`src/rtl/pit_pkg.sv`:
```
package pit_pkg;
  typedef enum logic [1:0] {
    EDG_RISE = 2'd0,
    EDG_FALL = 2'd1,
    EDG_BOTH = 2'd2,
    EDG_ANY  = 2'd3
  } edge_mode_e;

  // Decide whether a sampled transition qualifies under the chosen mode.
  function automatic logic edge_match(input logic [1:0] mode, input logic prev, input logic cur);
    logic rise;
    logic fall;
    logic res;
    rise = cur & ~prev;
    fall = ~cur & prev;
    case (mode)
      EDG_RISE: res = rise;
      EDG_FALL: res = fall;
      default:  res = rise | fall;
    endcase
    return res;
  endfunction

  // Interval in count clocks implied by a capture and its wrap flag.
  function automatic longint unsigned span_of(input int cnt_w, input logic ovf, input longint unsigned cap);
    return (ovf ? (longint'(1) << cnt_w) : 0) + cap + 1;
  endfunction
endpackage

```
`src/rtl/pit_sync.sv`:
```
module pit_sync #(
  parameter int STAGES = 2
) (
  input  logic clk,
  input  logic rst_n,
  input  logic d,
  output logic q
);
  logic [STAGES-1:0] chain;

  always_ff @(posedge clk or negedge rst_n) begin
    if (!rst_n) chain <= '0;
    else        chain <= {chain[STAGES-2:0], d};
  end

  assign q = chain[STAGES-1];
endmodule

```
`src/rtl/pit_tick_sel.sv`:
```
module pit_tick_sel #(
  parameter int N_SRC = 4,
  localparam int SEL_W = (N_SRC > 1) ? $clog2(N_SRC) : 1
) (
  input  logic [N_SRC-1:0] src,
  input  logic [SEL_W-1:0] sel,
  output logic             tick
);
  logic [N_SRC-1:0] hit;

  for (genvar g = 0; g < N_SRC; g++) begin : g_src
    assign hit[g] = src[g] && (sel == SEL_W'(g));
  end

  assign tick = |hit;
endmodule

```
`src/rtl/pit_edge.sv`:
```
module pit_edge
  import pit_pkg::*;
(
  input  logic       clk,
  input  logic       rst_n,
  input  logic       tick,
  input  logic [1:0] mode,
  input  logic       din,
  output logic       hit
);
  logic prev;

  // The synchronised pin is sampled only at count-clock enables.
  always_ff @(posedge clk or negedge rst_n) begin
    if (!rst_n)    prev <= 1'b0;
    else if (tick) prev <= din;
  end

  assign hit = tick && edge_match(mode, prev, din);
endmodule

```
`src/rtl/pit_core.sv`:
```
module pit_core #(
  parameter int CNT_W = 16
) (
  input  logic             clk,
  input  logic             rst_n,
  input  logic             tick,
  input  logic             edge_hit,
  input  logic             start_wr,
  input  logic             stop_wr,
  output logic             chan_en,
  output logic [CNT_W-1:0] cnt,
  output logic [CNT_W-1:0] cap_data,
  output logic             ovf_flag,
  output logic             ovf_seen,
  output logic             irq,
  output logic             cap_evt,
  output logic             wrap_evt
);
  localparam logic [CNT_W-1:0] CNT_MAX = '1;

  logic arm_evt;

  assign arm_evt  = !chan_en && start_wr;
  assign cap_evt  = chan_en && (edge_hit || start_wr);
  assign wrap_evt = chan_en && tick && !cap_evt && (cnt == CNT_MAX);

  always_ff @(posedge clk or negedge rst_n) begin
    if (!rst_n)        chan_en <= 1'b0;
    else if (stop_wr)  chan_en <= 1'b0;
    else if (start_wr) chan_en <= 1'b1;
  end

  always_ff @(posedge clk or negedge rst_n) begin
    if (!rst_n)                cnt <= '0;
    else if (arm_evt)          cnt <= '0;
    else if (cap_evt)          cnt <= '0;
    else if (chan_en && tick)  cnt <= cnt + 1'b1;
  end

  always_ff @(posedge clk or negedge rst_n) begin
    if (!rst_n)                 ovf_seen <= 1'b0;
    else if (arm_evt || cap_evt) ovf_seen <= 1'b0;
    else if (wrap_evt)          ovf_seen <= 1'b1;
  end

  always_ff @(posedge clk or negedge rst_n) begin
    if (!rst_n) begin
      cap_data <= '0;
      ovf_flag <= 1'b0;
      irq      <= 1'b0;
    end else begin
      irq <= cap_evt;
      if (cap_evt) begin
        cap_data <= cnt;
        ovf_flag <= ovf_seen;
      end
    end
  end
endmodule

```
`src/rtl/pulse_interval_timer.sv`:
```
module pulse_interval_timer #(
  parameter int CNT_W  = 16,
  parameter int N_SRC  = 4,
  parameter int SYNC_N = 2,
  localparam int SEL_W = (N_SRC > 1) ? $clog2(N_SRC) : 1
) (
  input  logic             clk,
  input  logic             rst_n,
  input  logic [N_SRC-1:0] tick_en,
  input  logic [SEL_W-1:0] clk_sel,
  input  logic [1:0]       edge_sel,
  input  logic             pulse_in,
  input  logic             start_wr,
  input  logic             stop_wr,
  output logic             chan_en,
  output logic [CNT_W-1:0] cap_data,
  output logic             ovf_flag,
  output logic             irq
);
  // Named internal events, brought out for the bound checker.
  logic             tick_w;
  logic             pin_s;
  logic             edge_w;
  logic             cap_w;
  logic             wrap_w;
  logic             ovf_seen_w;
  logic [CNT_W-1:0] cnt_w;

  pit_tick_sel #(.N_SRC(N_SRC)) u_tick (
    .src (tick_en),
    .sel (clk_sel),
    .tick(tick_w)
  );

  pit_sync #(.STAGES(SYNC_N)) u_sync (
    .clk  (clk),
    .rst_n(rst_n),
    .d    (pulse_in),
    .q    (pin_s)
  );

  pit_edge u_edge (
    .clk  (clk),
    .rst_n(rst_n),
    .tick (tick_w),
    .mode (edge_sel),
    .din  (pin_s),
    .hit  (edge_w)
  );

  pit_core #(.CNT_W(CNT_W)) u_core (
    .clk     (clk),
    .rst_n   (rst_n),
    .tick    (tick_w),
    .edge_hit(edge_w),
    .start_wr(start_wr),
    .stop_wr (stop_wr),
    .chan_en (chan_en),
    .cnt     (cnt_w),
    .cap_data(cap_data),
    .ovf_flag(ovf_flag),
    .ovf_seen(ovf_seen_w),
    .irq     (irq),
    .cap_evt (cap_w),
    .wrap_evt(wrap_w)
  );
endmodule

```
`config.mk`:
```
export PLATFORM = sky130hd
export DESIGN_NAME = pulse_interval_timer
export DESIGN_NICKNAME = d
export VERILOG_FILES = /design/src/rtl/pit_pkg.sv /design/src/rtl/pit_sync.sv /design/src/rtl/pit_tick_sel.sv /design/src/rtl/pit_edge.sv /design/src/rtl/pit_core.sv /design/src/rtl/pulse_interval_timer.sv
export SDC_FILE = /design/constraint.sdc
export NUM_CORES = 1
export LEC_CHECK = 0
export BUFFER_PORTS_ARGS = -buffer_cell sky130_fd_sc_hd__buf_2
export CORE_ASPECT_RATIO = 1.75
export CORE_UTILIZATION = 53
export CTS_CLUSTER_DIAMETER = 150
export CTS_CLUSTER_SIZE = 25
export DETAILED_ROUTE_END_ITERATION = 10
export PLACE_DENSITY = 0.76
export SETUP_SLACK_MARGIN = 0.02
export SYNTH_ARGS = -nofsm -noshare
export SYNTH_HDL_FRONTEND = slang
export SYNTH_SLANG_ARGS = --single-unit
```
`constraint.sdc`:
```
create_clock -name clk -period 2.92 [get_ports clk]
set_input_delay 0.73 -clock clk [delete_from_list [all_inputs] [get_ports clk]]
set_output_delay 0.73 -clock clk [all_outputs]
set_load 0.01 [all_outputs]
```
-- After elaboration in Yosys (flattened, before gate mapping)
Index checks and enable logic that the tools add are counted.
- add/sub/neg operators: 1
- equal/unequal tests: 5
- mux-type cells: 8
- bitwise gates (word level): 5
- reductions and logical operators: 20
- operators by type and width (operator ; count):
    16-bit 2-to-1 mux ; 3
    16-bit by 1-bit adder with 16-bit output, second input constant ; 1
    16-bit equality test, second input constant ; 1
    1-bit logical AND ; 10
    2-bit by 1-bit equality test with 1-bit output, second input constant ; 2
    2-bit equality test, second input constant ; 2
    2-bit logical NOT ; 2
    1-bit 2-to-1 mux ; 4
    2-bit nonzero test ; 2
    4-bit OR reduction ; 1
    3-bit nonzero test ; 1
    1-bit bitwise AND ; 2
    1-bit logical NOT ; 2
    1-bit logical OR ; 2
    1-bit NOT ; 2
    1-bit case mux with 2 select lines ; 1
    1-bit OR ; 1
- register bits: 39
- bits of input ports: 13

-- Logic depth before layout (Yosys ltp)
- depth after elaboration: 12
- depth in mapped cells: 7
- depth with buffers taken out: 6

-- Hierarchy
Synthesis repeated with hierarchy kept, for this count alone.
- cell total of the unflattened synthesis: 152
- area total of the unflattened synthesis: 1783.0 sq um
- modules (own cells, without submodules) (module ; times used ; cells an instance ; area each (sq um) ; seq. area each (sq um)):
    pit_core ; 1 ; 139 ; 1619.1 ; 900.9
    pit_edge ; 1 ; 10 ; 91.3 ; 25.0
    pit_sync ; 1 ; 2 ; 50.0 ; 50.0
    pit_tick_sel ; 1 ; 1 ; 22.5 ; 0.0

-- Worst setup path after synthesis
No wires, ideal clock.
- path kind: input-to-reg
- from: input clk_sel[0]
- to: register u_core.cap_data[0]
- arrival: 2121 ps
- data required time: 2795 ps
- path slack: 674 ps
- stages: 5
- path buffers: 1
- cell sequence: mux4_2 > o211a_1 > o21ai_4 > buf_8 > mux2_2
- word-level cells in the longest chain between the ends: 6
- elaborated cells between the ends (all ways): 12
- those cells by class: eq/ne (3); reduce/logical (9)
- ends and longest elaborated chain (element ; RTL line ; text):
    start: declaration ; pulse_interval_timer.sv:10 ; input logic [SEL_W-1:0] clk_sel,
    2-bit by 1-bit equality test with 1-bit output (tied with other cells) ; pit_tick_sel.sv:12 ; assign hit[g] = src[g] && (sel == SEL_W'(g));
    1-bit logical AND ; pit_tick_sel.sv:12 ;
    4-bit OR reduction * ; pit_tick_sel.sv:15 ; assign tick = |hit;
    1-bit logical AND * ; pit_edge.sv:19 ; assign hit = tick && edge_match(mode, prev, din);
    1-bit logical OR * ; pit_core.sv:24 ; assign cap_evt = chan_en && (edge_hit || start_wr);
    1-bit logical AND * ; pit_core.sv:24 ;
    end signal: assignment ; pit_core.sv:54 ; cap_data <= cnt;
    end: declaration ; pit_core.sv:12 ; output logic [CNT_W-1:0] cap_data,
Every way passes the cells marked *; elsewhere a longest branch is shown, timed or not.
A chain may end at the register's enable or synchronous reset.

-- Final worst setup path
- from: input clk_sel[0]
- to: register u_core.cap_data[14]
Same word-level chain as after synthesis.

==> impl_metrics.sql <==
INSERT INTO impl_metrics (metric_group, metric, value, unit) VALUES
('logic_synthesis', 'yosysWarningCount', '0', ''),
('clocking', 'postCtsSetupRepairBufs', '0', ''),
('global_route', 'global_route.peak_usage_layer', 'met2', ''),
('clocking', 'clock_buffer_depth', '2', ''),
('setup_path', 'worst_setup_path_start_kind', 'input pin', ''),
('logic_synthesis', 'synth-async-reset-ratio', '100', '%'),
('floorplanning', 'row_count', '28', ''),
('global_route', 'globalRouteMet1Util', '27.6', '%'),
('logic_synthesis', 'synth_edf_count', '0', ''),
('setup_path', 'largest_stage_delay_on_the_critical_path', '0.52', 'ns'),
('outcome', 'status', 'finished, final reports clean', ''),
('logic_synthesis', 'yosys.area_share.simple', '14.1', '%'),
('final_layout', 'area_growth_syn_to_layout', '14.9', '%'),
('floorplanning', 'chipHeight', '81.3', 'µm'),
('clocking', 'cts_hold_buf', '0', ''),
('global_route', 'grt_max_degree', '40', ''),
('global_route', 'grt_overflow_total', '0', ''),
('placed_design', 'place_congestion', '0.867', ''),
('final_layout', 'n_antenna_cell', '0', ''),
('logic_synthesis', 'synthesized_netlist_net_count', '186', ''),
('placed_design', 'place.port_buffers', '31', ''),
('setup_path', 'worst_ep_required_time', '3.10', 'ns'),
('timing', 'rsz0062_at_grt', 'false', ''),
('route', 'route.detailed.drc', '0', ''),
('logic_synthesis', 'synth_compound_area_share', '16.0', '%'),
('min_path', 'timing.hold.worst.class', 'reg2reg', ''),
('clocking', 'clk_pin_slew', '0.07', 'ns'),
('logic_synthesis', 'synth_flop_cell', 'sky130_fd_sc_hd__dfrtp_1', ''),
('final_layout', 'final_design_area_no_fill', '2190', 'µm²'),
('clocking', 'tritoncts', 'done', ''),
('global_route', 'grt_first_pass_wirelength', '6470', 'µm'),
('timing', 'post-route-period-util', '73.0', '%'),
('logic_synthesis', 'average_footprint_of_a_synthesized_cell', '11.2', 'µm²'),
('timing', 'slew_headroom', '45.0', '%'),
('route', 'ant_nets', '0', ''),
('timing', 'hold_viol_final', '0', ''),
('setup_path', 'list_of_cells_traversed_by_the_critical_path', 'buf_2 -> mux4_2 -> o211a_1 -> o21ai_4 -> buf_4 -> mux2_2', ''),
('global_route', 'track_usage', '24.2', '%'),
('final_layout', 'final_cell_mix', '39 x sky130_fd_sc_hd__dfrtp_1, 31 x sky130_fd_sc_hd__buf_2, 18 x sky130_fd_sc_hd__mux2_2', ''),
('timing', 'setup_ws', '0.790', 'ns'),
('logic_synthesis', 'syn-cell-area', '1910', 'µm²'),
('setup_path', 'critical_path.endpoint_type', 'register', ''),
('setup_path', 'setup.worst_path.class', 'in2reg', ''),
('power_and_ir_drop', 'leakagePower', '1.06', 'nW'),
('logic_synthesis', 'yosys.area_share.xor_xnor', '0', '%'),
('logic_synthesis', 'synth_top_area_share', '51.2', '%'),
('timing', 'totalNegativeSetupSlack', '0', 'ns'),
('placed_design', 'placed_area', '2110', 'µm²'),
('placed_design', 'dp_slack', '0.473', 'ns'),
('clocking', 'postCtsResizedCells', '0', ''),
('power_and_ir_drop', 'power.density_cell_area', '461', 'nW/µm²'),
('logic_synthesis', 'synthAdderAreaFrac', '1.97', '%'),
('timing', 'final-max-slew-violation-count', '0', ''),
('logic_synthesis', 'synth_top_area_cell', 'sky130_fd_sc_hd__dfrtp_1', ''),
('final_layout', 'drive_gt1_share', '30.9', '%'),
('global_route', 'grt_antenna_before_repair', '0', ''),
('logic_synthesis', 'synth_top_family_by_area', 'compound AO/OA/AOI/OAI gates', ''),
('floorplanning', 'fp.dieW', '47.3', 'µm'),
('timing', 'finalWorstPathRequiredPeriod', '2.13', 'ns'),
('floorplanning', 'placeableCoreArea', '3400', 'µm²'),
('floorplanning', 'floorplan.initialDensity', '56.1', '%'),
('route', 'first_iter_violations', '55', ''),
('clocking', 'cts_root_buf', 'sky130_fd_sc_hd__clkbuf_8', ''),
('logic_synthesis', 'post_synth_main_area_contributors', 'sky130_fd_sc_hd__dfrtp_1 51%, sky130_fd_sc_hd__mux2_2 11%, sky130_fd_sc_hd__a32o_1 2.6%, sky130_fd_sc_hd__nand3_1 2.4%, sky130_fd_sc_hd__o21ai_0 2.4%', ''),
('floorplanning', 'num_io_pins', '32', ''),
('final_layout', 'num-fill-cells', '301', ''),
('logic_synthesis', 'synth_cell_types', '36', ''),
('logic_synthesis', 'synth_sequential_area_ratio', '51.2', '%'),
('global_route', 'met2_global_route_usage', '39.7', '%'),
('setup_path', 'crit_arrival', '2.31', 'ns'),
('timing', 'worst_pin_slew', '0.826', 'ns');
[cell families (layout without fill, tap and decap cells)]
kind of cell / Yosys count / count (layout)
compound gates: 41 / 41
mux: 22 / 22
simple gates: 51 / 51
buf+inv: 14 / 51
fa+ha+maj: 3 / 3
flops: 39 / 39
[synthesized netlist by cell type, types with 2 or more instances]
master,number
sky130_fd_sc_hd__a21oi_1,8
sky130_fd_sc_hd__o221a_2,2
sky130_fd_sc_hd__o32ai_1,3
sky130_fd_sc_hd__and3_1,3
sky130_fd_sc_hd__dfrtp_1,39
sky130_fd_sc_hd__nor4_1,3
sky130_fd_sc_hd__or3_1,6
sky130_fd_sc_hd__nor2b_1,3
sky130_fd_sc_hd__o211a_1,2
sky130_fd_sc_hd__or4_1,3
sky130_fd_sc_hd__nand2_1,6
sky130_fd_sc_hd__o21ai_0,9
sky130_fd_sc_hd__clkbuf_1,3
sky130_fd_sc_hd__o31ai_1,3
sky130_fd_sc_hd__mux2i_1,3
sky130_fd_sc_hd__ha_1,3
sky130_fd_sc_hd__a32o_1,5
sky130_fd_sc_hd__nand3_1,9
sky130_fd_sc_hd__mux2_2,18
sky130_fd_sc_hd__nor2_1,10
sky130_fd_sc_hd__inv_1,10
sky130_fd_sc_hd__nand4_1,3
sky130_fd_sc_hd__nor3_1,3
[sequential cells by signal, indices dropped and copies added, names as in the netlist]
register and flops:
u_edge.prev 1, u_sync.chain 2, u_core.irq 1, u_core.cap_data 16, u_core.cnt 16, u_core.ovf_flag 1, u_core.chan_en 1, u_core.ovf_seen 1
[metrics by stage]
stage / util [%] / hold WS (ns) / total power (W) / cells
6_report: 64.4 / 0.356 / 0.00101 / 252
5_1_grt: 64.4 / 0.377 / 0.00106 / 252
4_1_cts: 64.4 / 0.361 / 0.00102 / 252
3_5_place_dp: 62.0 / 0.344 / 0.000675 / 244
3_3_place_gp: 62.0 / 0.335 / 0.000671 / 244
2_1_floorplan: - / 0.331 / 0.000634 / 170
[cell type report]
| class | instances | area [µm²] | area share [%] |
|---|---|---|---|
| well taps | 45 | 56.3 | 2.57 |
| clock inverters | 3 | 15.0 | 0.686 |
| multi-input cells | 117 | 866 | 39.5 |
| inverters | 10 | 37.5 | 1.71 |
| clock buffers | 5 | 68.8 | 3.14 |
| repair buffers | 33 | 170 | 7.77 |
| flip-flops and latches | 39 | 976 | 44.6 |
[path summary, 6_finish.rpt]
kind | to | from | cells past startpoint
min in group asynchronous | u_core.cnt[4] | rst_n | 1
worst max register to register | u_core.cap_data[14] | u_sync.chain[1] | 7
worst min-delay path | u_sync.chain[1] | u_sync.chain[0] | 0
worst max-delay path | u_core.cap_data[14] | clk_sel[0] | 6
max in group asynchronous | u_core.chan_en | rst_n | 1
worst min register to register | u_sync.chain[1] | u_sync.chain[0] | 0
[layer usage]
layer | wire, µm | share of wire [%]
met4 | 89 | 2.3
met3 | 122 | 3.1
met5 | 0 | 0
met1 | 1540 | 39
met2 | 2160 | 55
[report_power, final]
part           total (W)  switching (W)  internal [W]
Combinational   0.000109      0.0000686     0.0000403
Sequential      0.000555     0.00000671      0.000548
Clock           0.000345       0.000182      0.000163
[worst max-delay path, delay by kind of cell]
family / cells / cell delay, ns
compound gates: 2 / 0.30
buf+inv: 2 / 0.38
mux: 2 / 0.89
Note: power is estimated with default switching activity, not from simulation.
